<file path="src/rtl/idu_pkg.sv">
`timescale 1ns/1ps
package idu_pkg;
   localparam int LVL_W   = 4;
   localparam int ST_HOLD = 4;
   localparam int ST_USER = 5;
   localparam int ST_MIN  = 6;

   typedef enum logic [1:0] {
      CLS_HIGH = 2'd0,
      CLS_USER = 2'd1,
      CLS_KERN = 2'd2,
      CLS_DBL  = 2'd3
   } dsp_cls_e;
endpackage

</file>
<file path="src/rtl/idu_qual.sv">
`timescale 1ns/1ps
// Acceptance test: level window against the current level, then mask gating.
module idu_qual
   import idu_pkg::*;
#(
   parameter int NLVL   = 6,
   parameter int XLVL   = 0,
   parameter int IRQ_W  = 16,
   parameter int STAT_W = 8,
   parameter logic [NLVL:1][IRQ_W-1:0] LVL_MASK = '0
) (
   input  logic [LVL_W-1:0]  pend_lvl,
   input  logic [STAT_W-1:0] stat,
   input  logic [IRQ_W-1:0]  raw,
   input  logic [IRQ_W-1:0]  en,
   output logic              take
);
   localparam logic [LVL_W-1:0] TOP_L  = LVL_W'(NLVL);
   localparam logic [LVL_W-1:0] HOLD_L = LVL_W'(XLVL);

   logic [LVL_W-1:0] cur_lvl;
   logic [IRQ_W-1:0] sel_mask;

   always_comb begin
      cur_lvl = stat[LVL_W-1:0];
      if (stat[ST_HOLD] && (cur_lvl < HOLD_L))
         cur_lvl = HOLD_L;
   end

   always_comb begin
      sel_mask = '0;
      for (int l = 1; l <= NLVL; l++)
         if (pend_lvl == LVL_W'(l))
            sel_mask = LVL_MASK[l];
   end

   assign take = (pend_lvl > cur_lvl) && (pend_lvl <= TOP_L)
               && (|(sel_mask & raw & en));
endmodule

</file>
<file path="src/rtl/idu_reloc.sv">
`timescale 1ns/1ps
// Vector relocation against a runtime base, or a pass-through.
module idu_reloc #(
   parameter int              PC_W     = 32,
   parameter bit              RELOC    = 1'b1,
   parameter logic [PC_W-1:0] DEF_BASE = '0
) (
   input  logic [PC_W-1:0] vec,
   input  logic [PC_W-1:0] vbase,
   output logic [PC_W-1:0] tgt
);
   generate
      if (RELOC) begin : g_reloc
         assign tgt = vec - DEF_BASE + vbase;
      end else begin : g_fixed
         logic unused_base;
         assign unused_base = ^vbase;
         assign tgt = vec;
      end
   endgenerate
endmodule

</file>
<file path="src/rtl/idu_bank.sv">
`timescale 1ns/1ps
// Per-level saved PC and saved status slots.
module idu_bank #(
   parameter int NLVL   = 6,
   parameter int PC_W   = 32,
   parameter int STAT_W = 8
) (
   input  logic                       clk_i,
   input  logic                       rst_i,
   input  logic [NLVL:1]              epc_we,
   input  logic [NLVL:2]              eps_we,
   input  logic [PC_W-1:0]            pc,
   input  logic [STAT_W-1:0]          stat,
   output logic [NLVL*PC_W-1:0]       epc_flat,
   output logic [(NLVL-1)*STAT_W-1:0] eps_flat
);
   generate
      for (genvar g = 1; g <= NLVL; g++) begin : g_pc
         logic [PC_W-1:0] slot_q;
         always_ff @(posedge clk_i) begin
            if (rst_i)          slot_q <= '0;
            else if (epc_we[g]) slot_q <= pc;
         end
         assign epc_flat[(g-1)*PC_W +: PC_W] = slot_q;
      end
      for (genvar g = 2; g <= NLVL; g++) begin : g_st
         logic [STAT_W-1:0] slot_q;
         always_ff @(posedge clk_i) begin
            if (rst_i)          slot_q <= '0;
            else if (eps_we[g]) slot_q <= stat;
         end
         assign eps_flat[(g-2)*STAT_W +: STAT_W] = slot_q;
      end
   endgenerate
endmodule

</file>
<file path="src/rtl/idu_dispatch.sv">
`timescale 1ns/1ps
module idu_dispatch
   import idu_pkg::*;
#(
   parameter int              NLVL     = 6,
   parameter int              XLVL     = 0,
   parameter int              PC_W     = 32,
   parameter int              STAT_W   = 8,
   parameter int              IRQ_W    = 16,
   parameter int              CAUSE_W  = 8,
   parameter bit              RELOC    = 1'b1,
   parameter bit              DPC_EN   = 1'b1,
   parameter logic [CAUSE_W-1:0] L1_CAUSE = 8'd4,
   parameter logic [PC_W-1:0] DEF_BASE = 32'h4000_0000,
   parameter logic [PC_W-1:0] KERN_VEC = 32'h4000_0300,
   parameter logic [PC_W-1:0] USER_VEC = 32'h4000_0340,
   parameter logic [PC_W-1:0] DBL_VEC  = 32'h4000_03C0,
   parameter logic [NLVL:1][PC_W-1:0] LVL_VEC = {
      32'h4000_0280, 32'h4000_0240, 32'h4000_0200,
      32'h4000_01C0, 32'h4000_0180, 32'h4000_0000},
   parameter logic [NLVL:1][IRQ_W-1:0] LVL_MASK = {
      16'hF000, 16'h0C00, 16'h0300, 16'h00C0, 16'h0030, 16'h000F}
) (
   input  logic                       clk_i,
   input  logic                       rst_i,
   input  logic [LVL_W-1:0]           pend_lvl_i,
   input  logic [IRQ_W-1:0]           irq_raw_i,
   input  logic [IRQ_W-1:0]           irq_en_i,
   input  logic [STAT_W-1:0]          stat_i,
   input  logic [PC_W-1:0]            pc_i,
   input  logic [PC_W-1:0]            vbase_i,
   output logic                       take_o,
   output logic [1:0]                 cls_o,
   output logic [PC_W-1:0]            redir_o,
   output logic [STAT_W-1:0]          stat_o,
   output logic [CAUSE_W-1:0]         cause_o,
   output logic [NLVL*PC_W-1:0]       epc_o,
   output logic [(NLVL-1)*STAT_W-1:0] eps_o,
   output logic [PC_W-1:0]            dpc_o
);
   generate
      if (NLVL < 2 || NLVL > (2**LVL_W) - 1) begin : g_bad_nlvl
         $error("idu_dispatch: NLVL out of range");
      end
      if (XLVL < 0 || XLVL > NLVL) begin : g_bad_xlvl
         $error("idu_dispatch: XLVL out of range");
      end
      if (STAT_W < ST_MIN) begin : g_bad_stat
         $error("idu_dispatch: status word too narrow");
      end
   endgenerate

   logic            take;
   logic            is_high;
   logic            hold_in;
   dsp_cls_e        cls_d;
   logic [PC_W-1:0] vec_d;
   logic [PC_W-1:0] tgt_d;
   logic [STAT_W-1:0] stat_d;
   logic [NLVL:1]   epc_we;
   logic [NLVL:2]   eps_we;
   logic            dbl_pc_sel;

   idu_qual #(
      .NLVL(NLVL), .XLVL(XLVL), .IRQ_W(IRQ_W), .STAT_W(STAT_W),
      .LVL_MASK(LVL_MASK)
   ) u_qual (
      .pend_lvl(pend_lvl_i), .stat(stat_i), .raw(irq_raw_i),
      .en(irq_en_i), .take(take)
   );

   assign is_high    = pend_lvl_i > LVL_W'(1);
   assign hold_in    = stat_i[ST_HOLD];
   assign dbl_pc_sel = DPC_EN && !is_high && hold_in;

   always_comb begin
      if (is_high)             cls_d = CLS_HIGH;
      else if (hold_in)        cls_d = CLS_DBL;
      else if (stat_i[ST_USER]) cls_d = CLS_USER;
      else                     cls_d = CLS_KERN;
   end

   always_comb begin
      vec_d = KERN_VEC;
      unique case (cls_d)
         CLS_USER: vec_d = USER_VEC;
         CLS_DBL:  vec_d = DBL_VEC;
         CLS_KERN: vec_d = KERN_VEC;
         CLS_HIGH: begin
            for (int l = 2; l <= NLVL; l++)
               if (pend_lvl_i == LVL_W'(l))
                  vec_d = LVL_VEC[l];
         end
      endcase
   end

   idu_reloc #(
      .PC_W(PC_W), .RELOC(RELOC), .DEF_BASE(DEF_BASE)
   ) u_reloc (
      .vec(vec_d), .vbase(vbase_i), .tgt(tgt_d)
   );

   always_comb begin
      stat_d          = stat_i;
      stat_d[ST_HOLD] = 1'b1;
      if (is_high)
         stat_d[LVL_W-1:0] = pend_lvl_i;
   end

   always_comb begin
      epc_we = '0;
      eps_we = '0;
      if (take) begin
         if (is_high) begin
            for (int l = 2; l <= NLVL; l++)
               if (pend_lvl_i == LVL_W'(l)) begin
                  epc_we[l] = 1'b1;
                  eps_we[l] = 1'b1;
               end
         end else if (!dbl_pc_sel) begin
            epc_we[1] = 1'b1;
         end
      end
   end

   idu_bank #(
      .NLVL(NLVL), .PC_W(PC_W), .STAT_W(STAT_W)
   ) u_bank (
      .clk_i(clk_i), .rst_i(rst_i), .epc_we(epc_we), .eps_we(eps_we),
      .pc(pc_i), .stat(stat_i), .epc_flat(epc_o), .eps_flat(eps_o)
   );

   generate
      if (DPC_EN) begin : g_dpc
         logic [PC_W-1:0] dpc_q;
         always_ff @(posedge clk_i) begin
            if (rst_i)                   dpc_q <= '0;
            else if (take && dbl_pc_sel) dpc_q <= pc_i;
         end
         assign dpc_o = dpc_q;
      end else begin : g_no_dpc
         assign dpc_o = '0;
      end
   endgenerate

   always_ff @(posedge clk_i) begin
      if (rst_i) begin
         take_o  <= 1'b0;
         cls_o   <= 2'd0;
         redir_o <= '0;
         stat_o  <= '0;
         cause_o <= '0;
      end else begin
         take_o <= take;
         if (take) begin
            cls_o   <= cls_d;
            redir_o <= tgt_d;
            stat_o  <= stat_d;
            if (!is_high)
               cause_o <= L1_CAUSE;
         end
      end
   end
endmodule

</file>
<file path="config.mk">
export PLATFORM = sky130hd
export DESIGN_NAME = idu_dispatch
export DESIGN_NICKNAME = d
export VERILOG_FILES = /design/src/rtl/idu_pkg.sv /design/src/rtl/idu_qual.sv /design/src/rtl/idu_reloc.sv /design/src/rtl/idu_bank.sv /design/src/rtl/idu_dispatch.sv
export SDC_FILE = /design/constraint.sdc
export NUM_CORES = 1
export LEC_CHECK = 0
export BUFFER_PORTS_ARGS = -buffer_cell sky130_fd_sc_hd__buf_4
export CORE_AREA = 2 2 164 166
export DETAILED_ROUTE_END_ITERATION = 8
export DIE_AREA = 0 0 166 168
export GPL_TIMING_DRIVEN = 0
export PLACE_DENSITY = 0.76
export SYNTH_ARGS = -nofsm -noshare
export SYNTH_HDL_FRONTEND = slang
export SYNTH_SLANG_ARGS = --single-unit
</file>
<file path="constraint.sdc">
create_clock -name clk_i -period 4.87 [get_ports clk_i]
set_input_delay 0.2435 -clock clk_i [delete_from_list [all_inputs] [get_ports clk_i]]
set_output_delay 0.2435 -clock clk_i [all_outputs]
set_load 0.02 [all_outputs]
</file>
== Word-level counts from Yosys, hierarchy flattened ==
Index checks and enable logic that the tools add are counted.

* Register bits: 308
* Input bits: 110
* Output and inout port bits: 315
* Logic and storage cells: 71

* Add/subtract/negate cells: 2
* Order comparisons: 4
* Equal/unequal tests: 9
* Multiplexer cells: 27
* Bitwise gates (word level): 3
* Reductions and logical operators: 9

{| class="wikitable"
|+ Operator list
! kind !! count
|-
| $mux W32 || 4
|-
| $pmux W32 S4 || 1
|-
| $add A32 B32 Y32 || 1
|-
| $and A16 B16 Y16 || 2
|-
| $sub A32 B31 Y32 const B || 1
|-
| $mux W10 || 2
|-
| $mux W16 || 1
|-
| $reduce_or A16 Y1 || 1
|-
| $eq A4 B3 Y1 const B || 3
|-
| $mux W12 || 1
|-
| $mux W4 || 3
|-
| $mux W6 || 2
|-
| $mux W5 || 2
|-
| $eq A4 B2 Y1 const B || 2
|-
| $mux W8 || 1
|-
| $mux W1 || 7
|-
| $mux W2 || 3
|-
| $logic_and A1 B1 Y1 || 5
|-
| $eq A2 B2 Y1 const B || 2
|-
| $eq A4 B1 Y1 const B || 1
|-
| $gt A4 B1 Y1 const B || 1
|-
| $gt A4 B4 Y1 || 1
|-
| $le A4 B3 Y1 const B || 1
|-
| $lt A4 B1 Y1 const B || 1
|-
| 5 further kinds || 5
|}

== Logic depth before layout (Yosys ltp) ==
Gate-level depths: netlist (run 1).

* Depth after elaboration: 12
* Mapped depth: 14
* Mapped depth without buffers: 12

== Hierarchy ==
A second synthesis (run 1) with hierarchy kept.

* Cells, all modules: 1,414
* Area total of the unflattened synthesis: 14,181.1 um2

{| class="wikitable"
|+ By module, submodules not included
! module !! times used !! cells each !! area each (um2) !! seq. area each (um2)
|-
| idu_bank || 1 || 751 || 8,564.5 || 4,644.5
|-
| idu_dispatch || 1 || 332 || 3,116.7 || 1,521.5
|-
| idu_reloc || 1 || 300 || 2,269.7 || 0.0
|-
| idu_qual || 1 || 31 || 230.2 || 0.0
|}

== Worst setup path after synthesis (run 1) ==
Ideal clock, no wire load.

* Kind: input port to flip-flop
* Start: in pend_lvl_i[1]
* End: reg redir_o[24]
* Library setup time: 60 ps
* Arrival time: 2,848 ps
* Data required time: 4,810 ps
* Path slack: 1,963 ps
* Stages: 14
* Path buffers: 3
* Cells stage by stage: buf_2 -> buf_1 -> xor2_1 -> a21oi_1 -> nor2_1 -> ha_1 -> inv_1 -> fa_1 -> nor2b_1 -> o31ai_1 -> clkbuf_1 -> or3_1 -> a2111oi_0 -> a31o_1

* Longest elaborated chain between the ends: 11
* Elaborated cells between the ends (all ways): 33
* Classes of those cells: 2 x add/sub; 3 x order compare; 9 x eq/ne; 13 x mux; 2 x bitwise; 4 x reduce/logical

{| class="wikitable"
|+ Ends and longest elaborated chain
! item !! RTL line !! RTL
|-
| start, declared || idu_dispatch.sv:26 || <nowiki>input logic [LVL_W-1:0] pend_lvl_i,</nowiki>
|-
| parallel branches: the longest is 11 deep, another holds $sub A32 B31 Y32 || -- ||
|-
| end signal, assigned || idu_dispatch.sv:157 || <nowiki>redir_o <= tgt_d;</nowiki>
|-
| end, declared || idu_dispatch.sv:34 || <nowiki>output logic [PC_W-1:0] redir_o,</nowiki>
|}

Several ways; the timed one is not identified.
A chain may end at the register's enable or synchronous reset.

== Worst setup path in the final report (run 1) ==
Ends and elaborated chain as after synthesis.

==> parameters.txt, run 1 <==
Parameter                              Value

Route
  Wire per inst    21.30 µm
  DRT Wirelength    43990 µm
  First-pass DRT Iterations    5
  Post-detailed-route via-to-cell ratio    5.444
  DR DRC count    0
  Via count    11240
  Final antenna-violating net count    0
  Starting DRC count in detailed routing    859

Timing
  RSZ-0062 raised after global routing    no
  Fmax achieved    0.3202 GHz
  Final Hold Vio Count    0
  Setup-violating endpoint count in the final report    0
  Shortest period the worst path allows    3.123 ns
  Share of the clock period used by the worst path after layout    64.13%
  Relative slew slack    27.82%
  Setup slack of the critical path after layout    1.747 ns
  Final max-slew violation count    0
  Final setup skew    0 ns
  Worst-Margin Slew    1.083 ns
  Sum of negative setup slack    0 ns

CTS
  Max clock buf depth    3
  Num Clock Sinks    308
  Clock tree from TritonCTS    done
  Library cell used as clock root buffer    clkbuf_16
  Number of buffers inserted by post-CTS setup repair    0
  CTS H-tree lvls    2
  Worst-Skew Late Latency    0.50 ns
  Clk slew on worst S/H paths    0.06 ns
  TritonCTS buffer count    34
  Number of instances resized during post-cts repair    0
  Number of hold buffers added after CTS    0

Finish
  Area added between synthesis and finish    38.10%
  Share of cells above drive strength 1    31.32%
  Number of fill cells    2223
  NumNets Final    1819
  Antenna diode count    0

Logic synthesis
  Synthesized area    0.01244 mm²
  Sequential fraction of the synthesis area    49.58%
  Cell with the most instances after synthesis    dfxtp_1
  Top cell type's share of synthesized area    49.58%
  Area contributors post-synth    dfxtp_1, mux2i_1, nand2_1
  Synth area leader    dfxtp_1
  Number of warnings reported in the yosys synthesis log    0
  Most instantiated cells after synthesis    dfxtp_1, nand2_1, mux2i_1
  Synth unique cells    58
  Number of flops mapped to enable cells by yosys    0
  Most used DFF post-synth    dfxtp_1
  Count of state elements after synthesis    308
  Count of mapped cells out of synthesis    1242
  Fraction of synthesis flops using an asynchronous set or reset pin    0%
  Mean Syn Cell Area    10.01 µm²

Worst setup path
  Type of the worst setup path    in2reg
  Kind of end point of the critical path    flop
  Critical path fanouts, max    10
  Crit-path max cell delay    0.47 ns
  Cell-by-cell listing of the critical path    buf_4 > buf_2 > buf_1 > xor2_1 > a21oi_1 > nor2_1 > ha_1 > inv_1 > fa_1 > nor2b_1 > o31ai_1 > clkbuf_1 > or3_1 > a2111oi_0 > a31o_1
  CP Launch Type    input port
  CP max stage cell    a2111oi_0
  CP required    5.31 ns
  Arrival time at the worst endpoint    3.57 ns

Pwr
  Leakage power figure    8.447 nW
  Total power per unit cell area    328.0 mW/mm²
  Fraction of power spent switching nets    23.77%
  Total Power    5.633 mW
  Combinational share of power    7.9%
  Net switching power    1.339 mW
  Largest voltage drop on the vdd net    0.2364 mV
  Sequential share of power    45.1%
  Clock network power share    47.0%
  Internal power    4.294 mW

GRT
  Initial antenna violation count    0
  Global-route wire length before repair    66160 µm
  Total global routing track utilization    30.20%
  Number of global-route vias before repair    11150
  Global route total overflow    0
  Largest net degree at the start of global routing    14

Worst hold path
  Min-delay worst type    in2reg

Die
  Standard-cell row count    60
  DIE AREA    0.02789 mm²
  Ports    425
  Die height    168 µm
  Floorplan Core Area    0.02635 mm²
  Die span in x    166 µm
  Initial standard-cell utilization of the core    47.19%

Place
  Number of input and output port buffers inserted    416
  Half-perimeter wire length after placement    32800 µm
  Minimum setup slack after placement    1.324 ns
  Global placer's final weighted congestion    0.9381

Status
  Result of the run    completed

Run
  Number of max-cap violations    0
## area by class of cell
cell class	instances	area, µm²	share of cell area, %
Clock buffer	48	1005	5.850
Multi-Input combinational cell	816	5613	32.68
Sequential cell	308	6166	35.90
Timing Repair Buffer	416	3123	18.18
Inverter	11	41.29	0.2404
Buffer	113	638.1	3.716
Clock inverter	12	161.4	0.9398
Tap cell	341	426.7	2.484
## state kept, by name (all words and copies together) (netlist names)
name	flops
cause_o	1
cls_o	2
dpc_o	32
redir_o	32
stat_o	8
take_o	1
u_bank.g_pc.slot_q	192
u_bank.g_st.slot_q	40
## cell families after synthesis
kind of cell	after synthesis	share of synthesized area, %
xor gates and xnor gates	18	1.268
DFF	308	49.58
and+or+nand+nor	412	15.45
other	1	0.03016
muxes	224	18.03
buffers and inverters	124	5.463
AOI/OAI and AO/OA	146	9.206
adders and majority gates	9	0.9659
## worst paths after layout
path | from | endpoint | slack [ns] | cells after the start
worst max register to register | redir_o[29] | redir_o[29] | 4.03 | 2
worst max-delay path | pend_lvl_i[1] | redir_o[24] | 1.75 | 15
worst min register to register | u_bank.g_st[6].slot_q[1] | u_bank.g_st[6].slot_q[1] | 0.46 | 2
worst min-delay path | vbase_i[18] | redir_o[18] | 0.06 | 3
## worst max-delay path: cells and delay by family
kind,cells,cell delay (ns)
and+or+nand+nor,3,0.77
xor gates and xnor gates,1,0.19
adders and majority gates,2,0.55
AOI/OAI and AO/OA,4,0.86
buffers and inverters,5,0.95
## routing by layer
layer,track usage [%],vias up,part of all wire (%)
met1,37.37,5441,41
met2,52.08,454,48
met4,9.792,0,3.1
met3,7.146,79,7.5
met5,0,-,0
li1,-,5267,-
## stage by stage
stage	instances	hold WS (ns)	instance area [µm²]	utilization, %
6_report	2065	0.05756	17170	65.18
3_5_place_dp	2005	0.4519	16010	60.75
3_3_place_gp	2005	0.4442	16010	60.75
4_1_cts	2065	0.04081	17170	65.18
5_1_grt	2065	0.05131	17170	65.18
2_1_floorplan	1248	0.4444	12460	-
## power by group through the flow
stage | clock network, mW | registers [mW] | logic [mW]
2_1_floorplan | 0 | 2.61 | 0.213
3_3_place_gp | 0 | 2.59 | 0.432
3_5_place_dp | 0 | 2.60 | 0.435
4_1_cts | 2.68 | 2.54 | 0.437
5_1_grt | 2.77 | 2.54 | 0.471
6_report | 2.65 | 2.54 | 0.443
## layout by cell type (no fill, tap or decap), drive strengths merged, types with 4 or more instances in the layout
cell type / n
nor4: 48
o21ai: 18
xnor2: 8
a21oi: 18
mux2i: 224
nand3: 5
a211oi: 7
or3: 12
or4: 7
a31o: 55
xor2: 10
clkinv: 9
nor2: 6
a2111oi: 7
ha: 8
nand2: 286
clkbuf: 107
o21bai: 8
dfxtp: 308
buf: 470
or3b: 7
nor2b: 4
nor3: 17
o211a: 6
nand4: 4
o21ba: 7
conb: 7
inv: 11
Power figures use the tool's default switching activity.
==> run 2: changes to the inputs <==
CORE_AREA = 2 2 166 168   (was 2 2 164 166)
DIE_AREA = 0 0 168 170   (was 0 0 166 168)
PLACE_DENSITY = 0.75   (was 0.76)
clock period = 3 ns   (was 4.87 ns; I/O delays follow)
==> parameters.txt, run 2 (synthesis gave the netlist of run 1 again) <==
Parameter                              Value

Finish
  Share of cells above drive strength 1    30.63% (was 31.32%)
  Top flop regs    u_bank.g_pc.slot_q x192, u_bank.g_st.slot_q x40 (unchanged)
  Final cell count without fillers    2078 (was 2065)
  Area added between synthesis and finish    38.31% (was 38.10%)
  Antenna diode count    0 (unchanged)
  Commonest cells after routing, fill and taps aside    buf_4, dfxtp_1, nand2_1, mux2i_1, clkbuf_1 (unchanged)
  NumNets Final    1835 (was 1819)
  Largest register FFs    192 (unchanged)
  Register name with the most flops    u_bank.g_pc.slot_q (unchanged)
  Most common cell after layout, fill and taps aside    buf_4 (unchanged)

CTS
  Number of buffers inserted by post-CTS setup repair    0 (unchanged)
  CTS H-tree lvls    1 (was 2)
  Clk slew on worst S/H paths    0.07 ns (was 0.06 ns)
  Number of instances resized during post-cts repair    0 (unchanged)
  Library cell used as clock root buffer    clkbuf_16 (unchanged)
  Clock tree from TritonCTS    done (unchanged)
  Num Clock Sinks    308 (unchanged)
  Worst-Skew Late Latency    0.55 ns (was 0.50 ns)
  Max clock buf depth    3 (unchanged)
  TritonCTS buffer count    31 (was 34)

Timing
  Setup slack of the critical path after layout    0.3212 ns (was 1.747 ns)
  Post-route worst hold slack    0.01393 ns (was 0.05756 ns)
  Final Hold Vio Count    0 (unchanged)
  Worst-Margin Slew    0.9044 ns (was 1.083 ns)
  Setup-violating endpoint count in the final report    0 (unchanged)
  Final max-slew violation count    0 (unchanged)
  Fmax achieved    0.3733 GHz
  Relative slew slack    39.70% (was 27.82%)
  RSZ-0062 raised after global routing    no (unchanged)
  Final setup skew    0 ns (unchanged)
  Shortest period the worst path allows    2.679 ns
  Share of the clock period used by the worst path after layout    89.29%

Die
  Floorplan Core Area    0.02665 mm² (was 0.02635 mm²)
  Ports    425 (unchanged)
  DIE AREA    0.02856 mm² (was 0.02789 mm²)
  Die height    170 µm (was 168 µm)
  Standard-cell row count    60 (unchanged)
  Die span in x    168 µm (was 166 µm)
  Initial standard-cell utilization of the core    46.66% (was 47.19%)

Place
  Half-perimeter wire length after placement    33100 µm (was 32800 µm)
  Global placer's final weighted congestion    0.9387 (was 0.9381)
  Minimum setup slack after placement    -0.3858 ns (was 1.324 ns)
  Number of input and output port buffers inserted    416 (unchanged)
  Cell count after placement    2005 (unchanged)

Route
  Via count    11430 (was 11240)
  Final antenna-violating net count    0 (unchanged)
  Wire per inst    21.62 µm (was 21.30 µm)
  DR DRC count    0 (unchanged)
  Starting DRC count in detailed routing    798 (was 859)
  DRT Wirelength    44940 µm (was 43990 µm)
  Post-detailed-route via-to-cell ratio    5.499 (was 5.444)
  First-pass DRT Iterations    5 (unchanged)

Pwr
  Total Power    8.653 mW (was 5.633 mW)
  Total power per unit cell area    503.1 mW/mm² (was 328.0 mW/mm²)
  Leakage power figure    8.446 nW (was 8.447 nW)
  Largest voltage drop on the vdd net    0.4022 mV (was 0.2364 mV)

Worst hold path
  Min-delay worst type    in2reg (unchanged)
  Min-delay src    stat_i[7] (was vbase_i[18])

Worst setup path
  Critical path fanouts, max    17 (was 10)
  CP Launch Type    input port (unchanged)
  Flop-to-flop setup slack    2.22 ns (was 4.03 ns)
  Type of the worst setup path    in2reg (unchanged)
  CP required    3.50 ns (was 5.31 ns)
  Kind of end point of the critical path    flop (unchanged)
  Source of the worst register-to-register timing path    redir_o[27] (was redir_o[29])
  Arrival time at the worst endpoint    3.17 ns (was 3.57 ns)
  CP startpoint    pend_lvl_i[1] (unchanged)

GRT
  Layer with the highest usage    met2 (unchanged)
  Initial antenna violation count    0 (unchanged)
  Number of global-route vias before repair    11170 (was 11150)
  Total global routing track utilization    30.12% (was 30.20%)
  Largest net degree at the start of global routing    15 (was 14)
  Grt met2 use    53.18% (was 52.08%)
  Global route total overflow    0 (unchanged)
  Global-route wire length before repair    66960 µm (was 66160 µm)
  Met1 Usage GRT    36.19% (was 37.37%)
  Met3 track demand over resource in global routing    7.302% (was 7.146%)

Run
  Number of max-cap violations    0 (unchanged)

Status
  Result of the run    completed (unchanged)
[run 2: path summary, 6_finish.rpt]
| check | cells after the start | end |
|---|---|---|
| max reg2reg | 2 | redir_o[27] |
| min | 3 | u_bank.g_st[3].slot_q[7] |
| min reg2reg | 2 | u_bank.g_pc[6].slot_q[3] |
| max | 14 | redir_o[24] |
[run 2: final cells by class]
| class | instances | area, µm² |
|---|---|---|
| buffer | 112 | 634.4 |
| clock inverter | 3 | 15.01 |
| tap | 341 | 426.7 |
| timing repair buffer | 436 | 3323 |
| clock buffer | 51 | 980.9 |
| multi-input combinational | 816 | 5613 |
| sequential | 308 | 6166 |
| fill | 2189 | 9450 |
| inverter | 11 | 41.29 |
[run 2: worst max-delay path: stages]
cell       delay [ns]
buf_4            0.09
buf_2            0.31
xor2_1           0.18
a21oi_1          0.08
nor2_1           0.14
ha_1             0.18
inv_1            0.05
fa_1             0.37
nor2b_1          0.28
o31ai_1          0.15
clkbuf_1         0.25
or3_1            0.36
a2111oi_0        0.42
a31o_1           0.14
[run 2: layer usage]
| metal | wire length [µm] | up-vias | part of all wire (%) |
|---|---|---|---|
| met5 | 0 | - | 0 |
| met4 | 1492 | 0 | 3.3 |
| met3 | 3616 | 86 | 8.0 |
| met2 | 21880 | 494 | 49 |
| met1 | 17940 | 5559 | 40 |
| li1 | - | 5287 | - |
[run 2: repair_timing]
action	in CTS	in global routing
endpoints found under the hold margin	20	0
endpoints found under the setup margin	0	3
hold buffers	20	0
[run 2: stage by stage]
step / utilization, % / cell area, µm² / setup TNS (ns)
floorplan: - / 12460 / 0
global placement: 60.07 / 16010 / -1.504
detailed placement: 60.07 / 16010 / -2.036
CTS: 64.55 / 17200 / 0
global route: 64.54 / 17200 / 0
finish: 64.54 / 17200 / 0
[run 2: report_power, final]
group | internal [mW] | switching (mW) | total [mW] | leakage (nW)
Clock | 2.20 | 1.59 | 3.79 | 0.495
Combinational | 0.270 | 0.471 | 0.741 | 5.47
Sequential | 4.11 | 0.0124 | 4.12 | 2.48
Total | 6.58 | 2.07 | 8.65 | 8.45
==> run 3: changes to the inputs <==
CORE_AREA = 2 2 163 165   (was 2 2 166 168)
CTS_BUF_LIST = sky130_fd_sc_hd__clkbuf_4   (was not set)
DIE_AREA = 0 0 165 167   (was 0 0 168 170)
PLACE_DENSITY = 0.77   (was 0.75)
==> parameters.txt, run 3 (synthesis gave the netlist of run 1 again) <==
Parameter                              Value

Status
  Result of the run    completed (unchanged)

Timing
  Relative slew slack    40.21% (was 39.70%)
  Final setup skew    0 ns (unchanged)
  Setup-violating endpoint count in the final report    0 (unchanged)
  Final max-slew violation count    0 (unchanged)
  Final Hold Vio Count    0 (unchanged)
  Share of the clock period used by the worst path after layout    94.42% (was 89.29%)
  Worst-Margin Slew    0.8969 ns (was 0.9044 ns)
  Setup slack of the critical path after layout    0.1675 ns (was 0.3212 ns)
  Fmax achieved    0.3530 GHz (was 0.3733 GHz)
  Shortest period the worst path allows    2.833 ns (was 2.679 ns)
  Sum of negative setup slack    0 ns (unchanged)

Route
  First-pass DRT Iterations    6 (was 5)
  Starting DRC count in detailed routing    886 (was 798)
  Final antenna-violating net count    0 (unchanged)
  Via count    12020 (was 11430)
  DR DRC count    0 (unchanged)
  Wire per inst    20.60 µm (was 21.62 µm)
  DRT Wirelength    45600 µm (was 44940 µm)
  Post-detailed-route via-to-cell ratio    5.430 (was 5.499)

Die
  Standard-cell row count    59 (was 60)
  Die height    167 µm (was 170 µm)
  Initial standard-cell utilization of the core    48.27% (was 46.66%)
  Floorplan Core Area    0.02576 mm² (was 0.02665 mm²)
  DIE AREA    0.02756 mm² (was 0.02856 mm²)
  Die span in x    165 µm (was 168 µm)
  Ports    425 (unchanged)

Worst hold path
  Min-delay src    stat_i[4] (was stat_i[7])
  Min-delay worst type    in2reg (unchanged)
  Hold Path Stages    4 (was 3)

Run
  Number of max-cap violations    0 (unchanged)

Worst setup path
  Reg-to-reg endpoint    u_bank.g_pc[1].slot_q[2] (was redir_o[27])
  Flop-to-flop setup slack    1.89 ns (was 2.22 ns)
  CP Launch Type    input port (unchanged)
  Source of the worst register-to-register timing path    u_bank.g_pc[1].slot_q[2] (was redir_o[27])
  Depth of the worst register-to-register path    3 (was 2)
  CP startpoint    pend_lvl_i[3] (was pend_lvl_i[1])
  Type of the worst setup path    in2reg (unchanged)
  Critical path fanouts, max    10 (was 17)
  Arrival time at the worst endpoint    3.39 ns (was 3.17 ns)
  CP required    3.55 ns (was 3.50 ns)
  End point of the critical path    redir_o[29] (was redir_o[24])
  Kind of end point of the critical path    flop (unchanged)

Finish
  Commonest cells after routing, fill and taps aside    buf_4, dfxtp_1, nand2_1, mux2i_1, clkbuf_4 (was buf_4, dfxtp_1, nand2_1, mux2i_1, clkbuf_1)
  Largest register FFs    192 (unchanged)
  Most common cell after layout, fill and taps aside    buf_4 (unchanged)
  Top flop regs    u_bank.g_pc.slot_q x192, u_bank.g_st.slot_q x40 (unchanged)
  Register name with the most flops    u_bank.g_pc.slot_q (unchanged)
  Area added between synthesis and finish    43.31% (was 38.31%)
  NumNets Final    1942 (was 1835)
  Final cell count without fillers    2214 (was 2078)
  Share of cells above drive strength 1    32.55% (was 30.63%)

Place
  Global placer's final weighted congestion    0.8681 (was 0.9387)
  Half-perimeter wire length after placement    32420 µm (was 33100 µm)
  Number of input and output port buffers inserted    416 (unchanged)
  Cell count after placement    1999 (was 2005)
  Minimum setup slack after placement    -0.4404 ns (was -0.3858 ns)

GRT
  Global route total overflow    0 (unchanged)
  Total global routing track utilization    32.31% (was 30.12%)
  Largest net degree at the start of global routing    13 (was 15)
  Number of global-route vias before repair    12010 (was 11170)
  Global-route wire length before repair    68600 µm (was 66960 µm)
  Initial antenna violation count    1 (was 0)

Pwr
  Fraction of power spent switching nets    25.89% (was 23.94%)
  Sequential share of power    48.0% (was 47.7%)
  Clock network power share    42.6% (was 43.8%)
  Combinational share of power    9.4% (was 8.6%)
  Largest voltage drop on the vdd net    0.3221 mV (was 0.4022 mV)
  Leakage power figure    8.803 nW (was 8.446 nW)
  Total power per unit cell area    481.6 mW/mm² (was 503.1 mW/mm²)
  Total Power    8.583 mW (was 8.653 mW)
  Internal power    6.361 mW (was 6.581 mW)
  Net switching power    2.222 mW (was 2.072 mW)

CTS
  Clock tree from TritonCTS    done (unchanged)
  Library cell used as clock root buffer    clkbuf_4 (was clkbuf_16)
  Max clock buf depth    3 (unchanged)
  CTS H-tree lvls    3 (was 1)
  Clk slew on worst S/H paths    0.06 ns (was 0.07 ns)
  TritonCTS buffer count    78 (was 31)
  Num Clock Sinks    308 (unchanged)
  Worst-Skew Late Latency    0.63 ns (was 0.55 ns)
run 3: final cells by class:
| cell class | count | area (µm²) |
|---|---|---|
| clock buffer | 115 | 863.3 |
| fill | 1983 | 7941 |
| clock inverter | 19 | 142.6 |
| inverter | 11 | 41.29 |
| timing repair buffer | 495 | 3914 |
| buffer | 113 | 640.6 |
| tap | 335 | 419.2 |
| multi-input combinational | 816 | 5630 |
| sequential | 308 | 6166 |
| antenna | 2 | 5.005 |
run 3: worst max-delay path: stages:
cell	delay, ns
dlygate4sd3_1	0.54
buf_4	0.17
nor2_1	0.22
nand2_1	0.12
ha_1	0.37
nand3_1	0.11
a2bb2oi_2	0.18
buf_2	0.20
nor4b_1	0.41
xnor2_1	0.11
dlygate4sd3_1	0.57
a211oi_1	0.22
run 3: worst min path at each step:
stage | endpoint | slack [ns]
floorplan | u_bank.g_pc[1].slot_q[0] | 0.35
global placement | dpc_o[24] | 0.44
detailed placement | u_bank.g_pc[1].slot_q[7] | 0.45
CTS | u_bank.g_pc[1].slot_q[25] | 0.008
global route | u_bank.g_pc[1].slot_q[25] | 0.07
finish | u_bank.g_pc[1].slot_q[31] | 0.06
run 3: routing by layer:
metal	wire, µm	vias to the layer above	GRT usage [%]
met5	0	-	0
met4	1833	0	15.31
met3	3748	116	8.966
met2	21860	568	53.57
met1	18160	5769	38.46
li1	-	5568	-
run 3: power by group through the flow:
stage | logic, mW | clock network (mW) | registers, mW
finish | 0.809 | 3.65 | 4.12
global placement | 0.692 | 0 | 4.21
global route | 0.857 | 3.91 | 4.12
floorplan | 0.346 | 0 | 4.24
CTS | 0.784 | 3.69 | 4.12
detailed placement | 0.701 | 0 | 4.21
run 3: timing repair:
item | CTS | global route
endpoints found under the setup margin | 0 | 6
hold endpoints to repair | 248 | 0
resized for setup | 0 | 9
setup buffers | 0 | 0
hold buffers | 79 | 0
run 3: stage by stage:
| step | cell area (µm²) | util [%] | hold WS, ns |
|---|---|---|---|
| 3_3_place_gp | 16000 | 62.10 | 0.4420 |
| 3_5_place_dp | 16000 | 62.10 | 0.4499 |
| 6_report | 17820 | 69.18 | 0.05887 |
| 2_1_floorplan | 12460 | - | 0.3509 |
| 5_1_grt | 17820 | 69.18 | 0.06540 |
| 4_1_cts | 17800 | 69.08 | 0.008330 |
